**config.mk**
```make
export PLATFORM = sky130hd
export DESIGN_NAME = dphy_link_monitor
export DESIGN_NICKNAME = d
export VERILOG_FILES = /design/src/rtl/dphy_link_monitor.sv
export SDC_FILE = /design/constraint.sdc
export NUM_CORES = 1
export LEC_CHECK = 0
export ABC_CLOCK_PERIOD_IN_PS = 3300
export BUFFER_PORTS_ARGS = -buffer_cell sky130_fd_sc_hd__buf_4
export CAP_MARGIN = 20
export CORE_UTILIZATION = 41
export DETAILED_ROUTE_END_ITERATION = 8
export PLACE_DENSITY = 0.92
export SLEW_MARGIN = 20
export SYNTH_ARGS = -nofsm -noshare
export SYNTH_HDL_FRONTEND = slang
export SYNTH_SLANG_ARGS = --single-unit
export TNS_END_PERCENT = 10
```
**constraint.sdc**
```tcl
create_clock -name clk -period 3.3 [get_ports clk]
set_input_delay 0 -clock clk [delete_from_list [all_inputs] [get_ports clk]]
set_output_delay 0 -clock clk [all_outputs]
set_load 0.05 [all_outputs]
```
**src/rtl/dphy_link_monitor.sv**
```systemverilog
module dphy_link_monitor #(
  parameter int STAT_W    = 32,
  parameter int LANE_W    = 3,
  parameter int MAX_POLLS = 50,
  parameter int HS_BIT    = 8,
  parameter logic [STAT_W-1:0] ULP_WORD = STAT_W'(32'h200)
) (
  input  logic              clk,
  input  logic              rst_n,
  input  logic              start_i,
  input  logic              stop_i,
  input  logic              tick_i,
  input  logic [LANE_W-1:0] lanes_i,
  input  logic [STAT_W-1:0] phy_status_i,
  input  logic [STAT_W-1:0] err_status_i,
  output logic              shutdown_rel_o,
  output logic              phy_rst_rel_o,
  output logic              ctrl_rst_rel_o,
  output logic [LANE_W-1:0] lane_cfg_o,
  output logic              ready_o,
  output logic              error_o,
  output logic [1:0]        fail_code_o,
  output logic [1:0]        stage_o
);
  localparam int CNT_W = $clog2(MAX_POLLS + 1);
  localparam logic [CNT_W-1:0] LAST = CNT_W'(MAX_POLLS - 1);

  typedef enum logic [2:0] {S_IDLE, S_ULP, S_ERR, S_HS, S_READY, S_FAIL} state_t;

  state_t            state;
  logic [CNT_W-1:0]  polls;
  logic              en_q;
  logic              met;
  logic              polling;

  assign polling = (state == S_ULP) || (state == S_ERR) || (state == S_HS);

  always_comb begin
    case (state)
      S_ULP:   met = (phy_status_i != ULP_WORD);
      S_ERR:   met = (err_status_i == '0);
      S_HS:    met = phy_status_i[HS_BIT];
      default: met = 1'b0;
    endcase
  end

  always_ff @(posedge clk) begin
    if (!rst_n) begin
      state       <= S_IDLE;
      polls       <= '0;
      en_q        <= 1'b0;
      lane_cfg_o  <= '0;
      fail_code_o <= 2'd0;
    end else if (stop_i) begin
      state       <= S_IDLE;
      polls       <= '0;
      en_q        <= 1'b0;
      lane_cfg_o  <= '0;
      fail_code_o <= 2'd0;
    end else if (state == S_IDLE) begin
      if (start_i) begin
        state      <= S_ULP;
        polls      <= '0;
        en_q       <= 1'b1;
        lane_cfg_o <= lanes_i - LANE_W'(1);
      end
    end else if (polling && tick_i) begin
      if (met) begin
        polls <= '0;
        case (state)
          S_ULP:   state <= S_ERR;
          S_ERR:   state <= S_HS;
          default: state <= S_READY;
        endcase
      end else if (polls == LAST) begin
        polls       <= '0;
        fail_code_o <= stage_o;
        state       <= S_FAIL;
      end else begin
        polls <= polls + CNT_W'(1);
      end
    end
  end

  assign shutdown_rel_o = en_q;
  assign phy_rst_rel_o  = en_q;
  assign ctrl_rst_rel_o = en_q;
  assign ready_o        = (state == S_READY);
  assign error_o        = (state == S_FAIL);
  assign stage_o        = (state == S_ULP) ? 2'd1 :
                          (state == S_ERR) ? 2'd2 :
                          (state == S_HS)  ? 2'd3 : 2'd0;

  p_lane_on_start_r2: assert property (@(posedge clk) disable iff (!rst_n)
    (state == S_IDLE && start_i && !stop_i) |=>
      (en_q && stage_o == 2'd1 && lane_cfg_o == $past(lanes_i) - LANE_W'(1)));

  p_no_tick_hold_r6: assert property (@(posedge clk) disable iff (!rst_n)
    (polling && !tick_i && !stop_i) |=> $stable(stage_o) && !ready_o && !error_o);

  p_poll_bound_r7: assert property (@(posedge clk) disable iff (!rst_n)
    polls < CNT_W'(MAX_POLLS));

  p_fail_code_r7: assert property (@(posedge clk) disable iff (!rst_n)
    error_o |-> (fail_code_o != 2'd0 && en_q));

  p_ready_holds_r8: assert property (@(posedge clk) disable iff (!rst_n)
    (ready_o && !stop_i) |=> ready_o);

  p_stop_clears_r9: assert property (@(posedge clk) disable iff (!rst_n)
    stop_i |=> (!shutdown_rel_o && !ready_o && !error_o && stage_o == 2'd0));

  always_comb begin
    if (rst_n) p_flags_excl_r8: assert (!(ready_o && error_o));
  end
endmodule

```
==> reports/metrics.cfg, run 1 <==
[clock_network]
cts.sinks = 15
h-tree-depth = 1
clk_latency_ns = 0.30
numCtsBuffers = 3
post_cts_buffers = 0
clk_pin_slew_ns = 0.09
postCtsHoldBufs = 2
clockBufferDepth = 2
cts_root_buffer = clkbuf_4
ctsResizeCount = 0
cts_tree = built

[placed_design]
io_buffers = 83
dp_slack_ns = 1.33
place_congestion = 0.772
hpwl_um = 2450

[finish]
final_common_cell = buf_4
drive_gt1_share_pct = 46.4
fin_nets = 285
synthToLayoutAreaGrowth_pct = 66.5
antenna_cells = 0
layout_common_cells = buf_4, nor2_1, dfxtp_1

[timing]
maxSlewViolCount = 0
finalHoldViolCount = 0
finalSetupViolations = 0
tightest_slew_ns = 0.560
relSlewSlack_pct = 62.3
fmax_mhz = 504
setup_tns_ns = 0
rsz0062_at_grt = false
layout_min_cycle_time_ns = 1.98
min_period_over_period_pct = 60.1
fin_ws_ns = 1.32
fin_skew_ns = 0.00722

[die]
io_pins = 84
initial_core_util_pct = 44.3
rows = 17
core_sq_um = 2250
die-area_sq_um = 2640
die_w_um = 51.4
die_h_um = 51.4

[hold_path]
hold_depth = 3
hp-class = in -> reg

[pwr]
power_density_nw_per_um2 = 265
p_leak_nw = 0.748
ir_drop_mv = 0.239

[route]
wl_met3_um = 325
drc = 0
drt-initial-drc-count = 20
drt-met1-wl_um = 1100
wl_um = 3000
routed.top_layer = met4
wl_per_cell_um = 12.7
vias = 1244
drt_first_pass_iters = 4
vias_per_cell = 5.25
route.met2.wl_um = 1500
ant_nets = 0

[setup_path]
required_ns = 3.49
cp_data_arrival_time_ns = 2.18
critPathMaxFanout = 10
crit_path_start_kind = flop
ff2ff_path_depth = 6
path_class = reg -> reg
crit_path_end_kind = flop

[global_route]
track_usage_pct = 23.0
grt_pass1_vias = 1157
grt_max_degree = 16
grt_pass1_wl_um = 4690
grt-ovfl-total = 0
antenna_found_initial = 0

[logic_synthesis]
syn_area_sq_um = 1000
ys_types = 40
yosysSeqAreaShare_pct = 30.0
synth_warnings = 0
syn_inst = 127
syn_nets = 202
avgSynthCellArea_sq_um = 7.87
synth_seq_cells = 15

[outcome]
status = finished, final reports clean

[run]
maxCapViolCount = 0

power by group:
part,switching (W),internal [W]
clock,0.0000669,0.0000452
sequential,0.00000473,0.000185
combinational,0.0000625,0.0000766
total,0.000134,0.000307
cell families after synthesis:
logic type | Yosys count | synth area share [%]
buffers and inverters | 11 | 5.63
AND/OR/NAND/NOR | 74 | 39.5
adder cells (fa/ha/maj) | 3 | 3.76
multiplexers | 2 | 2.00
XOR/XNOR | 1 | 0.876
AO/OA/AOI/OAI | 21 | 18.1
flip-flops | 15 | 30.0
metal layers:
layer  vias up  GRT usage, %
met3        12          8.04
li1        640             -
met2        55          41.1
met1       537          23.3
met5         -             0
met4         0          11.7
area by class of cell:
type	instances	area [sq um]
sequential	15	300
multi-input combinational	101	643
inverter	4	15.0
timing repair buffer	85	643
clock buffer	3	22.5
tap	28	35.0
fill	193	591
clock inverter	1	5.00
synth_stat cells:
library cell	instances	share of area, %
xnor2_1	1	0.88
nor2b_1	4	2.5
a31oi_1	1	0.63
nand4_1	5	3.1
a211oi_2	1	1.3
o21ai_0	1	0.50
a211oi_1	3	2.3
o221a_2	1	1.1
nand2b_1	1	0.63
nor4b_1	1	0.88
a32oi_1	1	0.88
and3_1	2	1.3
nor3b_1	1	0.75
nor4_2	1	1.3
a21boi_0	1	0.75
clkbuf_1	4	1.5
buf_6	1	1.1
or3_4	1	1.1
buf_4	2	1.5
a21o_1	1	0.75
and2_1	2	1.3
nand3_1	8	4.0
nor2_1	17	6.4
o211ai_1	3	2.3
or3_1	1	0.63
dfxtp_1	15	30
o2bb2ai_1	1	0.88
nor3_1	3	1.5
or3_2	1	0.75
nor4_1	14	8.8
inv_1	4	1.5
a21oi_2	2	1.8
o31a_1	1	0.88
o41ai_2	1	1.6
mux2i_1	2	2.0
a21oi_1	2	1.0
or2_2	1	0.63
ha_1	3	3.8
nand2_1	11	4.1
a21oi_4	1	1.6
critical path: stages (launching register included):
cell	delay (ns)
dfxtp_1	0.40
nor4_2	0.28
nand4_1	0.11
or3_4	0.42
a21oi_4	0.30
a21oi_2	0.10
o221a_2	0.26
path summary, 6_finish.rpt:
kind | slack (ns) | start | endpoint
worst max-delay path | 1.32 | state[1] | state[0]
worst min-delay path | 0.05 | stop_i | state[0]
worst max register to register | 1.32 | state[1] | state[0]
worst min register to register | 0.50 | polls[5] | polls[5]
flip-flops by register name (all words and copies together), names as in the netlist:
register        flops
lane_cfg_o          3
state               3
fail_code_o         2
polls               6
ctrl_rst_rel_o      1
per-stage QoR:
step	std cells	hold slack (ns)	cell area [sq um]	power (W)	util, %
4_1_cts	237	0.0479	1660	0.000440	73.8
5_1_grt	237	0.0770	1660	0.000458	73.8
2_1_floorplan	127	0.0958	1000	0.000255	-
3_3_place_gp	231	0.191	1620	0.000328	71.7
3_5_place_dp	231	0.194	1620	0.000332	71.7
6_report	237	0.0456	1660	0.000441	73.8
No activity file was read; power rests on OpenSTA's default activity.
==> run 2: changes to the inputs <==
ABC_AREA = 1   (was not set)
ABC_CLOCK_PERIOD_IN_PS = 1700   (was 3300)
CORE_UTILIZATION = 35   (was 41)
PLACE_DENSITY = 0.83   (was 0.92)
clock period = 1.7 ns   (was 3.3 ns; I/O delays follow)
==> run 2 against run 1 <==
Effect of this change: setup slack worse by 1.2 ns; clock-buffer cell count is 1 higher; first-iteration DRC count is 35% higher; core utilization is 12 points lower; highest routed layer unchanged.
==> reports/metrics.cfg, run 2 <==
[timing]
fin_skew_ns = 0.00634  ; -0.000887 ns
fmax_mhz = 641  ; +27%
setup_tns_ns = 0  ; unchanged
rsz0062_at_grt = false
min_period_over_period_pct = 91.8  ; +32 points
maxSlewViolCount = 0  ; unchanged
layout_min_cycle_time_ns = 1.56  ; -0.423 ns
finalSetupViolations = 0  ; unchanged
tightest_slew_ns = 0.611  ; +0.0506 ns
finalHoldViolCount = 0  ; unchanged
fin_ws_ns = 0.140  ; -1.18 ns
holdWs_ns = 0.00859  ; -0.0371 ns
relSlewSlack_pct = 59.1  ; -3.2 points

[finish]
synthToLayoutAreaGrowth_pct = 67.7
fin_area_sq_um = 1720  ; +3.2%
layout_common_cells = buf_4, nor2_1, nand2_1
post_layout_nonfiller_instances = 279  ; +18%
multi_input_area_sq_um = 648  ; +0.78%
fin_nets = 324  ; +14%
final_common_cell = buf_4
fill_cells = 276  ; +43%
largest_reg_flops = 6  ; unchanged
final-seq-area_sq_um = 300  ; unchanged
drive_gt1_share_pct = 40.3  ; -6.1 points
antenna_cells = 0  ; unchanged
largestRegisters = polls: 6 flops, lane_cfg_o: 3 flops, state: 3 flops
top_register = polls

[logic_synthesis]
avgSynthCellArea_sq_um = 6.36  ; -19%
yosysMostFrequentCell = nor2_1
synth_flop_cell = dfxtp_1
yosysSeqAreaShare_pct = 29.3  ; -0.70 points
synth_warnings = 0  ; unchanged
syn_inst = 161  ; +27%
syn_nets = 236  ; +17%
async_flop_share_pct = 0  ; unchanged
ys_types = 27  ; -33%
ys_top_cells_by_count = nor2_1, nand2_1, dfxtp_1
synth_edf_count = 0  ; unchanged
synth_top_area_share_pct = 29.3  ; -0.70 points
syn_area_sq_um = 1020  ; +2.4%
synth_area_leaders = dfxtp_1, nor2_1, nand2_1, inv_1, xor2_1
yosysTopAreaCell = dfxtp_1
synth_seq_cells = 15  ; unchanged

[setup_path]
path_class = reg -> reg
required_ns = 1.92  ; -1.57 ns
critPathMaxFanout = 5  ; -5
ff2ff_setup_slack_ns = 0.14  ; -1.18 ns
crit_path_end_kind = flop
cp_data_arrival_time_ns = 1.78  ; -0.40 ns
crit_path_start_kind = flop

[die]
rows = 19  ; +2
die-area_sq_um = 3140  ; +19%
core_sq_um = 2760  ; +22%
io_pins = 84  ; unchanged
die_w_um = 56.1  ; +9.1%
initial_core_util_pct = 37.1  ; -7.2 points
die_h_um = 56.1  ; +9.1%

[pwr]
ir_drop_mv = 0.620  ; +160%
power_density_nw_per_um2 = 533  ; +100%
p_leak_nw = 0.829  ; +11%

[clock_network]
cts_root_buffer = clkbuf_4
h-tree-depth = 1  ; unchanged
post_cts_buffers = 0  ; unchanged
clk_latency_ns = 0.29  ; about the same
clk_pin_slew_ns = 0.09  ; about the same
cts_tree = built
cts.sinks = 15  ; unchanged
postCtsHoldBufs = 2  ; unchanged
clockBufferDepth = 2  ; unchanged
numCtsBuffers = 3  ; unchanged
ctsResizeCount = 0  ; unchanged

[global_route]
antenna_found_initial = 0  ; unchanged
grt-ovfl-total = 0  ; unchanged
grt_max_degree = 11  ; -5
track_usage_pct = 19.5  ; -3.6 points
grt_pass1_wl_um = 5000  ; +6.6%
grt_pass1_vias = 1232  ; +6.5%

[route]
drt_first_pass_iters = 4  ; unchanged
vias_per_cell = 4.52  ; -14%
ant_nets = 0  ; unchanged
wl_per_cell_um = 10.0  ; -21%
drc = 0  ; unchanged
drt-initial-drc-count = 27  ; +35%
wl_um = 2800  ; -6.8%
vias = 1260  ; +1.3%

[placed_design]
hpwl_um = 2370  ; -3.4%
placed_area_sq_um = 1670  ; +3.3%
io_buffers = 83  ; unchanged
place_congestion = 0.839  ; +8.7%
dpl.cell_count = 273  ; +18%
dp_slack_ns = 0.181  ; -1.15 ns

[outcome]
status = finished, final reports clean

[hold_path]
hp-class = in -> reg

[run]
maxCapViolCount = 0  ; unchanged

-- run 2: layout make-up --
| type | count | share of cell area [%] |
|---|---|---|
| Tap cell | 31 | 2.26 |
| Clock buffer | 4 | 1.53 |
| Inverter | 16 | 3.50 |
| Sequential cell | 15 | 17.5 |
| Multi-Input combinational cell | 128 | 37.8 |
| Timing Repair Buffer | 85 | 37.5 |
-- run 2: cells by family after synthesis --
group | count (synthesis) | share of synthesized area (%)
AOI/OAI and AO/OA | 15 | 9.05
xor gates and xnor gates | 5 | 4.28
adders and majority gates | 3 | 3.67
buffers and inverters | 18 | 7.33
DFF | 15 | 29.3
and+or+nand+nor | 105 | 46.3
-- run 2: per-stage QoR --
stage / utilization [%] / total power, W
global placement: 60.6 / 0.000706
global route: 62.3 / 0.000978
floorplan: - / 0.000552
CTS: 62.3 / 0.000927
finish: 62.3 / 0.000916
detailed placement: 60.6 / 0.000713
-- run 2: path summary, 6_finish.rpt --
path                     to           start  depth (start not counted)
min           lane_cfg_o[0]      lanes_i[0]                          4
max reg2reg   lane_cfg_o[2]        state[1]                          6
min reg2reg  fail_code_o[1]  fail_code_o[1]                          2
max           lane_cfg_o[2]        state[1]                          6
-- run 2: critical path: stages, from the launching register on --
cell and delay, ns:
dfxtp_1 0.35, inv_1 0.12, nand2_2 0.10, nor2_4 0.14, nand3_1 0.10, dlygate4sd3_1 0.57
a21oi_1 0.12
-- run 2: layer usage --
metal / share of wire (%) / vias to the layer above / GRT usage (%)
met5: 0 / - / 0
met4: 0.46 / 0 / 4.18
met3: 7.3 / 2 / 6.74
met2: 52 / 38 / 34.9
met1: 40 / 535 / 22.2
li1: - / 685 / -
-- run 2: report_power, final --
part | total (W) | switching [W] | internal, W | leakage [nW]
clock network | 0.000207 | 0.000115 | 0.0000912 | 0.0150
registers | 0.000375 | 0.0000123 | 0.000363 | 0.122
logic | 0.000334 | 0.000161 | 0.000173 | 0.692
